===== config.mk =====
export PLATFORM = sky130hd
export DESIGN_NAME = fib_seq_engine
export DESIGN_NICKNAME = d
export VERILOG_FILES = /design/src/rtl/fib_pkg.sv /design/src/rtl/fib_ctrl.sv /design/src/rtl/fib_datapath.sv /design/src/rtl/fib_seq_engine.sv
export SDC_FILE = /design/constraint.sdc
export NUM_CORES = 1
export LEC_CHECK = 0
export ABC_CLOCK_PERIOD_IN_PS = 3500
export BUFFER_PORTS_ARGS = -buffer_cell sky130_fd_sc_hd__buf_2
export CORE_UTILIZATION = 40
export CTS_BUF_LIST = sky130_fd_sc_hd__clkbuf_8 sky130_fd_sc_hd__clkbuf_16
export DETAILED_ROUTE_END_ITERATION = 8
export SLEW_MARGIN = 0
export SYNTH_ARGS = -nofsm -noshare
export SYNTH_HDL_FRONTEND = slang
export SYNTH_SLANG_ARGS = --single-unit

===== constraint.sdc =====
create_clock -name clk_i -period 3.5 [get_ports clk_i]
set_input_delay 0.175 -clock clk_i [delete_from_list [all_inputs] [get_ports clk_i]]
set_output_delay 0.175 -clock clk_i [all_outputs]
set_load 0.1 [all_outputs]

===== src/rtl/fib_pkg.sv =====
package fib_pkg;

  typedef enum logic [1:0] {
    ST_IDLE = 2'd0,
    ST_RUN  = 2'd1,
    ST_HOLD = 2'd2
  } fib_state_e;

endpackage


===== src/rtl/fib_ctrl.sv =====
module fib_ctrl
  import fib_pkg::*;
(
  input  logic clk_i,
  input  logic rst_i,
  input  logic go_i,
  input  logic proceed_i,
  input  logic short_i,
  input  logic last_step_i,
  output logic load_o,
  output logic step_o,
  output logic ready_o,
  output logic done_o,
  output logic idle_o
);

  fib_state_e state_q, state_d;
  logic       ready_q;

  assign load_o = (state_q == ST_IDLE) && go_i;
  assign step_o = (state_q == ST_RUN);

  always_comb begin
    state_d = state_q;
    unique case (state_q)
      ST_IDLE: if (go_i) state_d = short_i ? ST_HOLD : ST_RUN;
      ST_RUN:  if (last_step_i) state_d = ST_HOLD;
      ST_HOLD: if (proceed_i) state_d = ST_IDLE;
      default: state_d = ST_IDLE;
    endcase
  end

  always_ff @(posedge clk_i) begin
    if (rst_i) begin
      state_q <= ST_IDLE;
      ready_q <= 1'b0;
    end else begin
      state_q <= state_d;
      ready_q <= load_o;
    end
  end

  assign ready_o = ready_q;
  assign done_o  = (state_q == ST_HOLD);
  assign idle_o  = (state_q == ST_IDLE);

endmodule


===== src/rtl/fib_datapath.sv =====
module fib_datapath #(
  parameter int DATA_W = 32,
  parameter int CNT_W  = 32
) (
  input  logic              clk_i,
  input  logic              rst_i,
  input  logic              load_i,
  input  logic              step_i,
  input  logic [CNT_W-1:0]  n_i,
  output logic              last_step_o,
  output logic [DATA_W-1:0] cur_o,
  output logic [DATA_W-1:0] old_o
);

  logic [DATA_W-1:0] cur_q, old_q;
  logic [CNT_W-1:0]  left_q;

  always_ff @(posedge clk_i) begin
    if (rst_i) begin
      cur_q  <= '0;
      old_q  <= '0;
      left_q <= '0;
    end else if (load_i) begin
      cur_q  <= (n_i == '0) ? '0 : DATA_W'(1);
      old_q  <= '0;
      left_q <= n_i - CNT_W'(1);
    end else if (step_i) begin
      cur_q  <= cur_q + old_q;
      old_q  <= cur_q;
      left_q <= left_q - CNT_W'(1);
    end
  end

  assign last_step_o = (left_q == CNT_W'(1));
  assign cur_o       = cur_q;
  assign old_o       = old_q;

endmodule


===== src/rtl/fib_seq_engine.sv =====
module fib_seq_engine #(
  parameter int DATA_W = 32,
  parameter int CNT_W  = 32
) (
  input  logic              clk_i,
  input  logic              rst_i,
  input  logic              go_i,
  input  logic [CNT_W-1:0]  n_i,
  input  logic              proceed_i,
  output logic              ready_o,
  output logic              done_o,
  output logic              idle_o,
  output logic [DATA_W-1:0] res_o,
  output logic [DATA_W-1:0] prev_o
);

  logic load_w, step_w, last_step_w, short_w;

  assign short_w = (n_i < CNT_W'(2));

  fib_ctrl ctrl_i (
    .clk_i       (clk_i),
    .rst_i       (rst_i),
    .go_i        (go_i),
    .proceed_i   (proceed_i),
    .short_i     (short_w),
    .last_step_i (last_step_w),
    .load_o      (load_w),
    .step_o      (step_w),
    .ready_o     (ready_o),
    .done_o      (done_o),
    .idle_o      (idle_o)
  );

  fib_datapath #(.DATA_W(DATA_W), .CNT_W(CNT_W)) dp_i (
    .clk_i       (clk_i),
    .rst_i       (rst_i),
    .load_i      (load_w),
    .step_i      (step_w),
    .n_i         (n_i),
    .last_step_o (last_step_w),
    .cur_o       (res_o),
    .old_o       (prev_o)
  );

endmodule


# ---- Word level (Yosys, flattened, before mapping)
# Cells that the tools add are included.
dict set report op_classes {
  n_addsub 3
  order_cmp 1
  eq_ne 6
  muxes 10
  n_reduce_logical 6
}
# operator n
set op_table {}
lappend op_table {{32-bit 2-to-1 mux} 4}
lappend op_table {{32-bit by 1-bit subtractor with 32-bit output, second input constant} 2}
lappend op_table {{32-bit adder} 1}
lappend op_table {{32-bit by 1-bit equality test with 1-bit output, second input constant} 1}
lappend op_table {{32-bit zero test} 1}
lappend op_table {{32-bit by 2-bit < comparator with 1-bit output, second input constant} 1}
lappend op_table {{2-bit 2-to-1 mux} 4}
lappend op_table {{2-bit case mux with 3 select lines} 1}
lappend op_table {{2-bit != test, second input constant} 2}
lappend op_table {{3-bit AND reduction} 1}
lappend op_table {{2-bit by 1-bit equality test with 1-bit output, second input constant} 1}
lappend op_table {{2-bit equality test, second input constant} 1}
lappend op_table {{2-bit zero test} 1}
lappend op_table {{2-bit by 1-bit != test with 1-bit output, second input constant} 1}
lappend op_table {{2-bit nonzero test} 1}
lappend op_table {{2-bit OR reduction} 1}
lappend op_table {{1-bit logical AND} 1}
lappend op_table {{1-bit 2-to-1 mux} 1}
dict set report word_totals {
  register_bits 99
  input_bits 36
  out_inout_bits 67
  wordCells 31
}

# ---- Depth between registers and ports, before layout
# Gate-level depths: netlist (run 1).
dict set report depth {
  depth_word 4
  depth_mapped 11
}

# ---- By module
# From an unflattened synthesis (run 1), not the netlist that was laid out.
dict set report unflattened {
  cells_unflattened 791
  area_unflattened_um2 6506.2
}
# mod n_inst cells_per_inst area_each_um2 seq_area_each_um2
set modules_own_cells {}
lappend modules_own_cells {fib_datapath 1 765 6287.3 1921.8}
lappend modules_own_cells {fib_ctrl 1 15 147.6 60.1}
lappend modules_own_cells {fib_seq_engine 1 11 71.3 0.0}

# ---- Worst setup path before layout (run 1)
# Ideal clock, no wire load.
dict set report synth_timing {
  kind {register to register}
  from {reg dp_i.cur_q[0], in the netlist dp_i.cur_o[0]}
  to {reg dp_i.cur_q[28], in the netlist dp_i.cur_o[28]}
  setup_time_ns 0.118
  arrival_ns 3.314
  t_required_ns 3.382
  setup_slack_ns 0.068
  path_stages_with_launch 12
  n_path_buf 0
  period_less_slack_ns 3.432
  cell_sequence {dfxtp_1 > ha_1 > fa_1 > a21oi_1 > nor2b_1 > a311o_1 > o311a_1 > o31ai_1 > o21ai_1 > o21ai_1 > xnor2_1 > a22o_1}
}
dict set report synth_via {
  elab_chain_len 3
}
# element line_no
set synth_rtl {}
lappend synth_rtl {{start: declaration} fib_datapath.sv:15} ;# logic [DATA_W-1:0] cur_q, old_q;
lappend synth_rtl {{start signal: assignment} fib_datapath.sv:24} ;# cur_q <= (n_i == '0) ? '0 : DATA_W'(1);
lappend synth_rtl {{start signal: assignment} fib_datapath.sv:28} ;# cur_q <= cur_q + old_q;
lappend synth_rtl {{32-bit adder} fib_datapath.sv:28}
lappend synth_rtl {{32-bit 2-to-1 mux} fib_datapath.sv:27} ;# end else if (step_i) begin
lappend synth_rtl {{32-bit 2-to-1 mux} fib_datapath.sv:23} ;# end else if (load_i) begin
# Every way passes these cells. The select of a mux whose other input is x is not followed.
# A chain may end at the register's enable or synchronous reset.

# ---- Worst setup path after layout (run 1)
dict set report layout_timing {
  from {reg dp_i.cur_q[0], in the netlist dp_i.cur_o[0]}
  to {reg dp_i.cur_q[26], in the netlist dp_i.cur_o[26]}
}
# Same word-level chain as after synthesis.

==> metrics.csv, run 1 <==
stage,metric,value,unit
placement,pre-CTS setup slack,0.328,ns
synthesis,sequential share of the synthesized area,32.2,%
floorplanning,Die W,126,um
timing,Fin. Hold Viols,0,
route,DR WL/cell,15.2,um
clocking,cts hold-fix bufs,0,
final_layout,Area Overhead vs Synth,16.3,%
synthesis,post-synth top area cell,dfxtp_1,
critical_path,critical path required time,3.75,ns
pwr,Max IR drop VDD,0.271,mV
placement,Port-buffer cells,102,
placement,DP HPWL,11.5,mm
route,post-DR vias/cell,5.46,
timing,Final Max Slew Viols,0,
global_routing,vias in the first global route,5325,
synthesis,Synth area leaders,"dfxtp_1, nand2_1, ha_1",
synthesis,Main synth FF type,dfxtp_1,
timing,Slew headroom,50.6,%
synthesis,Syn Inst Count,784,
critical_path,Setup CP Type,flop to flop,
placement,cell count after placement,1042,
synthesis,Syn Nets,856,
global_routing,GRT Residual Overflow,0,
floorplanning,Initial Utilization,41.7,%
clocking,CTS H-tree depth,3,
clocking,cts repair resizes,0,
final_layout,fin nets,941,
critical_path,CP max-delay cell,a311o_1,
final_layout,share of layout cells above drive strength 1,16.5,%
global_routing,first-pass GRT wire length,27.1,mm
route,Final ANT Viol Nets,0,
outcome,status,"finished, final reports clean",
pwr,Power Density,404,nW/um^2
global_routing,largest net degree at the start of global routing,59,
global_routing,initial antenna violation count,0,
route,1st-pass router iterations,5,
timing,post-route setup slack,0.327,ns
run,max cap viols,0,
synthesis,Synth Cell Area,6150,sq um
route,drt total wl,16.1,mm
timing,clk_skew,0.00954,ns
worst_hold_path,Worst Hold Class,input port to flop,
clocking,deepest clock path buffer count,2,
route,vias,5773,
timing,Setup Viol. Count Final,0,
clocking,clock buffer count from CTS,9,
synthesis,Yosys top cell area share,32.2,%
critical_path,max incr delay on CP,0.43,ns
critical_path,"most used cell, CP",a21oi_1,
synthesis,Unique masters post-synth,59,
final_layout,fillers,1476,
route,post-route DRC violation count,0,
global_routing,global-route usage over all layers,21.1,%
critical_path,CP endpoint kind,flop,
synthesis,Synth Register Bits,99,
final_layout,Finished Layout Cells,1058,
floorplanning,number of I/O pins,103,
floorplanning,row cnt,44,
critical_path,crit path DAT,3.43,ns
synthesis,asr flop ratio synth,0,%
timing,actual slew at the worst max-slew pin,0.735,ns
clocking,postcts setup bufs,0,
synthesis,Yosys warnings,0,
timing,f_max,0.315,GHz
pwr,leakage power,3.13,nW
floorplanning,die area,15900,sq um
clocking,Clock Root Buffer,clkbuf_16,
timing,crit path time final,3.17,ns
clocking,"Clk Latency, worst-skew pair",0.36,ns
route,Initial DRC Count,370,
critical_path,startpoint class of the critical path,flop,
floorplanning,core area,14800,sq um
synthesis,number of enable flip-flop cells after synthesis,0,
clocking,CTS tree,built,
placement,GPL Wtd Cong,0.828,
clocking,# clock sinks,99,
critical_path,CP Cell Sequence,"ha_1, fa_1, a21oi_1, nor2b_1, a311o_1, o311a_1, o31ai_1, a21oi_1, a31oi_1, xnor2_1, a22o_1",
timing,Final period util,90.7,%
floorplanning,Die Span Y,126,um
final_layout,ANT cells,0,
timing,RSZ-0062 raised after global routing,no,
clocking,Clock Pin Slew Worst Setup and Hold Paths,0.07,ns
synthesis,Avg Synthesized Cell Area,7.85,sq um
critical_path,Worst Path Max Fanout,5,
timing,setup tns final,0,ns
==> path summary, 6_finish.rpt <==
check / startpoint / endpoint / cells after the start / slack, ns
setup / recovery: dp_i.cur_o[0] / dp_i.cur_o[26] / 11 / 0.33
hold / removal: n_i[7] / dp_i.left_q[7] / 3 / 0.09
setup reg to reg: dp_i.cur_o[0] / dp_i.cur_o[26] / 11 / 0.33
hold reg to reg: dp_i.old_o[0] / dp_i.old_o[0] / 2 / 0.47
==> critical path: cells and delay by family, from the launching register on <==
family	cells	cell delay [ns]
flip-flops	1	0.34
XOR/XNOR	1	0.09
AND/OR/NAND/NOR	1	0.08
adder cells (fa/ha/maj)	2	0.64
AO/OA/AOI/OAI	7	1.91
==> layout by cell type, fill, tap and decap left out, drive strengths merged, types with 3 or more instances in the layout <==
cell,instances
nand2,122
and2,3
a211oi,20
nand3b,3
nand2b,8
o31ai,4
dfxtp,99
o21ai,24
a21oi,86
clkinvlp,4
or2,3
a21o,23
nor2,63
a31oi,9
a311oi,6
nor4,13
nor3,27
or4,5
or3,12
ha,35
o211ai,4
nor4b,3
inv,10
a22o,17
nand4,4
buf,111
a2111oi,3
xor2,29
o31a,3
o21bai,4
clkbuf,9
xnor2,36
nor2b,14
nand3,25
and3,9
==> flip-flops by register name, summed over array words and instances (netlist names) <==
name	count
dp_i.old_o	32
dp_i.cur_o	32
ctrl_i.ready_o	1
ctrl_i.state_q	2
dp_i.left_q	32
==> cell type report <==
cell class | instances | area, sq um | share of cell area, %
clock inverters | 7 | 93.8 | 1.31
clock buffers | 9 | 225 | 3.15
repair buffers | 111 | 578 | 8.08
flip-flops and latches | 99 | 1980 | 27.7
well taps | 184 | 230 | 3.22
inverters | 9 | 33.8 | 0.472
multi-input cells | 639 | 4010 | 56.1
==> per-stage QoR <==
| stage | power (mW) | area, sq um | hold slack, ns | util, % |
|---|---|---|---|---|
| after floorplan | 1.68 | 6150 | 0.335 | - |
| after global placement | 1.84 | 6840 | 0.459 | 46.3 |
| after detailed placement | 1.84 | 6840 | 0.461 | 46.3 |
| after CTS | 2.92 | 7150 | 0.0801 | 48.5 |
| after global routing | 3.05 | 7150 | 0.113 | 48.5 |
| final | 2.89 | 7150 | 0.0878 | 48.5 |
==> per-layer routing <==
metal,global-route usage [%],wire [um],up-vias
li1,-,-,2990
met1,29.0,8000,2661
met2,33.3,7180,109
met3,4.25,648,13
met4,6.09,225,0
met5,0,0,-
==> cell usage after synthesis, types with 4 or more instances <==
library cell and count:
nor3_1 27, or3_1 11, and3_1 9, xor2_1 29, a311oi_1 6, dfxtp_1 99, clkbuf_1 35, a21oi_1 86
a211oi_1 20, nor4_1 11, xnor2_1 36, o21bai_1 4, nor2_1 61, nand2_1 121, inv_1 9, o21ai_0 20
ha_1 35, o211ai_1 4, o31ai_1 4, nand3_1 25, nor2b_1 14, a22o_1 17, a31oi_1 9, nand2b_1 8
o21ai_1 4, a21o_1 23, nand4_1 4
==> report_power, final <==
part,internal [mW],leakage [nW],total (mW),switching (mW)
Clock,0.624,0.145,1.08,0.458
Combinational,0.177,2.18,0.556,0.380
Sequential,1.19,0.805,1.26,0.0685
Total,1.99,3.13,2.89,0.906
==> cell families after synthesis <==
logic type	after synthesis	synth area share, %
xor gates and xnor gates	65	9.25
DFF	99	32.2
adders and majority gates	36	7.44
AOI/OAI and AO/OA	218	22.9
buffers and inverters	46	2.81
muxes	2	0.346
and+or+nand+nor	318	25.1
No activity file was read; power rests on OpenSTA's default activity.
==> inputs of run 2 (changes only) <==
- SETUP_SLACK_MARGIN: unset -> 0.5
==> metrics.csv, run 2 (synthesis gave the netlist of run 1 again) <==
stage,metric,value,unit
timing,clk_skew,0.00846,ns
critical_path,Register-to-Register Path Depth,11,
placement,Port-buffer cells,102,
route,Final ANT Viol Nets,0,
timing,crit path time final,2.84,ns
route,drt total wl,16.0,mm
timing,actual slew at the worst max-slew pin,0.664,ns
critical_path,Setup crit end,dp_i.cur_o[26],
route,met2 routed WL,7.24,mm
global_routing,largest net degree at the start of global routing,59,
floorplanning,Die W,126,um
floorplanning,number of I/O pins,103,
route,post-DR vias/cell,5.47,
floorplanning,die area,15900,sq um
route,routed length on met1,7.93,mm
clocking,cts hold-fix bufs,0,
final_layout,fin nets,942,
timing,Slew headroom,55.8,%
route,Initial DRC Count,388,
critical_path,Setup CP Type,flop to flop,
route,post-route DRC violation count,0,
critical_path,reg2reg end,dp_i.cur_o[26],
global_routing,initial antenna violation count,0,
final_layout,Area Overhead vs Synth,17.3,%
timing,setup tns final,0,ns
route,DR WL/cell,15.1,um
run,max cap viols,0,
critical_path,startpoint class of the critical path,flop,
clocking,deepest clock path buffer count,2,
clocking,CTS tree,built,
pwr,Power Density,390,nW/um^2
floorplanning,row cnt,44,
floorplanning,Initial Utilization,41.7,%
critical_path,crit path DAT,3.09,ns
placement,GPL Wtd Cong,0.833,
critical_path,Worst Path Max Fanout,4,
floorplanning,core area,14800,sq um
placement,DP HPWL,11.5,mm
final_layout,"commonest non-fill, non-tap cells in the layout","nand2_1, buf_2, a21oi_1, dfxtp_1, nor2_1",
pwr,Max IR drop VDD,0.260,mV
global_routing,global-route usage over all layers,20.7,%
timing,Final period util,81.0,%
route,metal3 WL,659,um
clocking,CTS H-tree depth,3,
timing,Setup Viol. Count Final,0,
final_layout,"commonest non-fill, non-tap cell in the layout",nand2_1,
clocking,# clock sinks,99,
placement,pre-CTS setup slack,0.384,ns
route,Top Metal Used,met4,
route,vias,5790,
timing,Final Max Slew Viols,0,
critical_path,R2R Setup Slk,0.66,ns
timing,Fin. Hold Viols,0,
critical_path,CP endpoint kind,flop,
pwr,Tot Pwr,2.82,mW
timing,RSZ-0062 raised after global routing,no,
global_routing,GRT Residual Overflow,0,
pwr,leakage power,3.14,nW
final_layout,ANT cells,0,
clocking,Clock Root Buffer,clkbuf_16,
clocking,"Clk Latency, worst-skew pair",0.36,ns
global_routing,first-pass GRT wire length,26.8,mm
clocking,Clock Pin Slew Worst Setup and Hold Paths,0.07,ns
final_layout,share of layout cells above drive strength 1,20.3,%
timing,post-route setup slack,0.664,ns
worst_hold_path,Worst Hold Class,input port to flop,
global_routing,vias in the first global route,5447,
route,1st-pass router iterations,5,
critical_path,critical path required time,3.75,ns
timing,f_max,0.353,GHz
clocking,clock buffer count from CTS,9,
floorplanning,Die Span Y,126,um
critical_path,CP startpoint,dp_i.cur_o[0],
outcome,status,"finished, final reports clean",
critical_path,Critical R2R Launch,dp_i.cur_o[0],
-- run 2: cell count changes in the layout (fill, tap and decap cells not counted), sizes merged --
| cell | previous run | this run |
|---|---|---|
| clkinv | 0 | 5 |
| clkinvlp | 4 | 0 |
| buf | 111 | 112 |
| bufinv | 2 | 1 |
-- run 2: final cells by class --
type	instances	area [sq um]
Clock buffer	9	225
Clock inverter	7	66.3
Fill cell	1508	7530
Inverter	9	33.8
Multi-Input combinational cell	639	4060
Sequential cell	99	2020
Tap cell	184	230
Timing Repair Buffer	112	586
-- run 2: per-stage QoR --
step                      instance area (sq um)  utilization [%]  std cells  hold WS, ns
after global routing                       7220             48.9       1059        0.102
after CTS                                  7180             48.7       1058       0.0814
after floorplan                            6190                -        784        0.335
after detailed placement                   6880             46.6       1042        0.461
after global placement                     6880             46.6       1042        0.454
final                                      7220             48.9       1059       0.0866
-- run 2: power by group --
| group | switching (mW) | internal [mW] | total, mW | leakage [nW] |
|---|---|---|---|---|
| combinational | 0.380 | 0.177 | 0.557 | 2.17 |
| clock | 0.453 | 0.552 | 1.00 | 0.147 |
| sequential | 0.0681 | 1.19 | 1.26 | 0.820 |
| total | 0.901 | 1.92 | 2.82 | 3.14 |
-- run 2: worst min-delay path by stage --
stage | cells past startpoint | to | startpoint | slack, ns
CTS | 3 | dp_i.left_q[7] | n_i[7] | 0.08
global placement | 2 | dp_i.old_o[7] | dp_i.old_o[7] | 0.45
detailed placement | 3 | dp_i.left_q[7] | n_i[7] | 0.46
floorplan | 2 | dp_i.left_q[7] | n_i[7] | 0.33
finish | 3 | dp_i.left_q[7] | n_i[7] | 0.09
global route | 3 | dp_i.left_q[7] | n_i[7] | 0.10
-- run 2: worst max-delay path, stage by stage (launching register included) --
cell	delay (ns)
dfxtp_4	0.35
ha_2	0.19
fa_1	0.39
a21oi_1	0.16
nor2b_1	0.08
a311o_2	0.38
o311a_4	0.35
o31ai_4	0.20
a21oi_2	0.11
a31oi_1	0.23
xnor2_1	0.08
a22o_1	0.20
-- run 2: timing repair --
action                                  CTS  global route
resized for setup                         2             5
hold endpoints to repair                  0             0
buffers inserted                          0             1
pin swaps                                 1             2
endpoints found under the setup margin    4             4
-- run 2: per-layer routing --
metal	vias up	GRT usage (%)
met4	0	4.11
met5	-	0
met1	2675	27.7
li1	3000	-
met2	105	33.9
met3	10	4.84
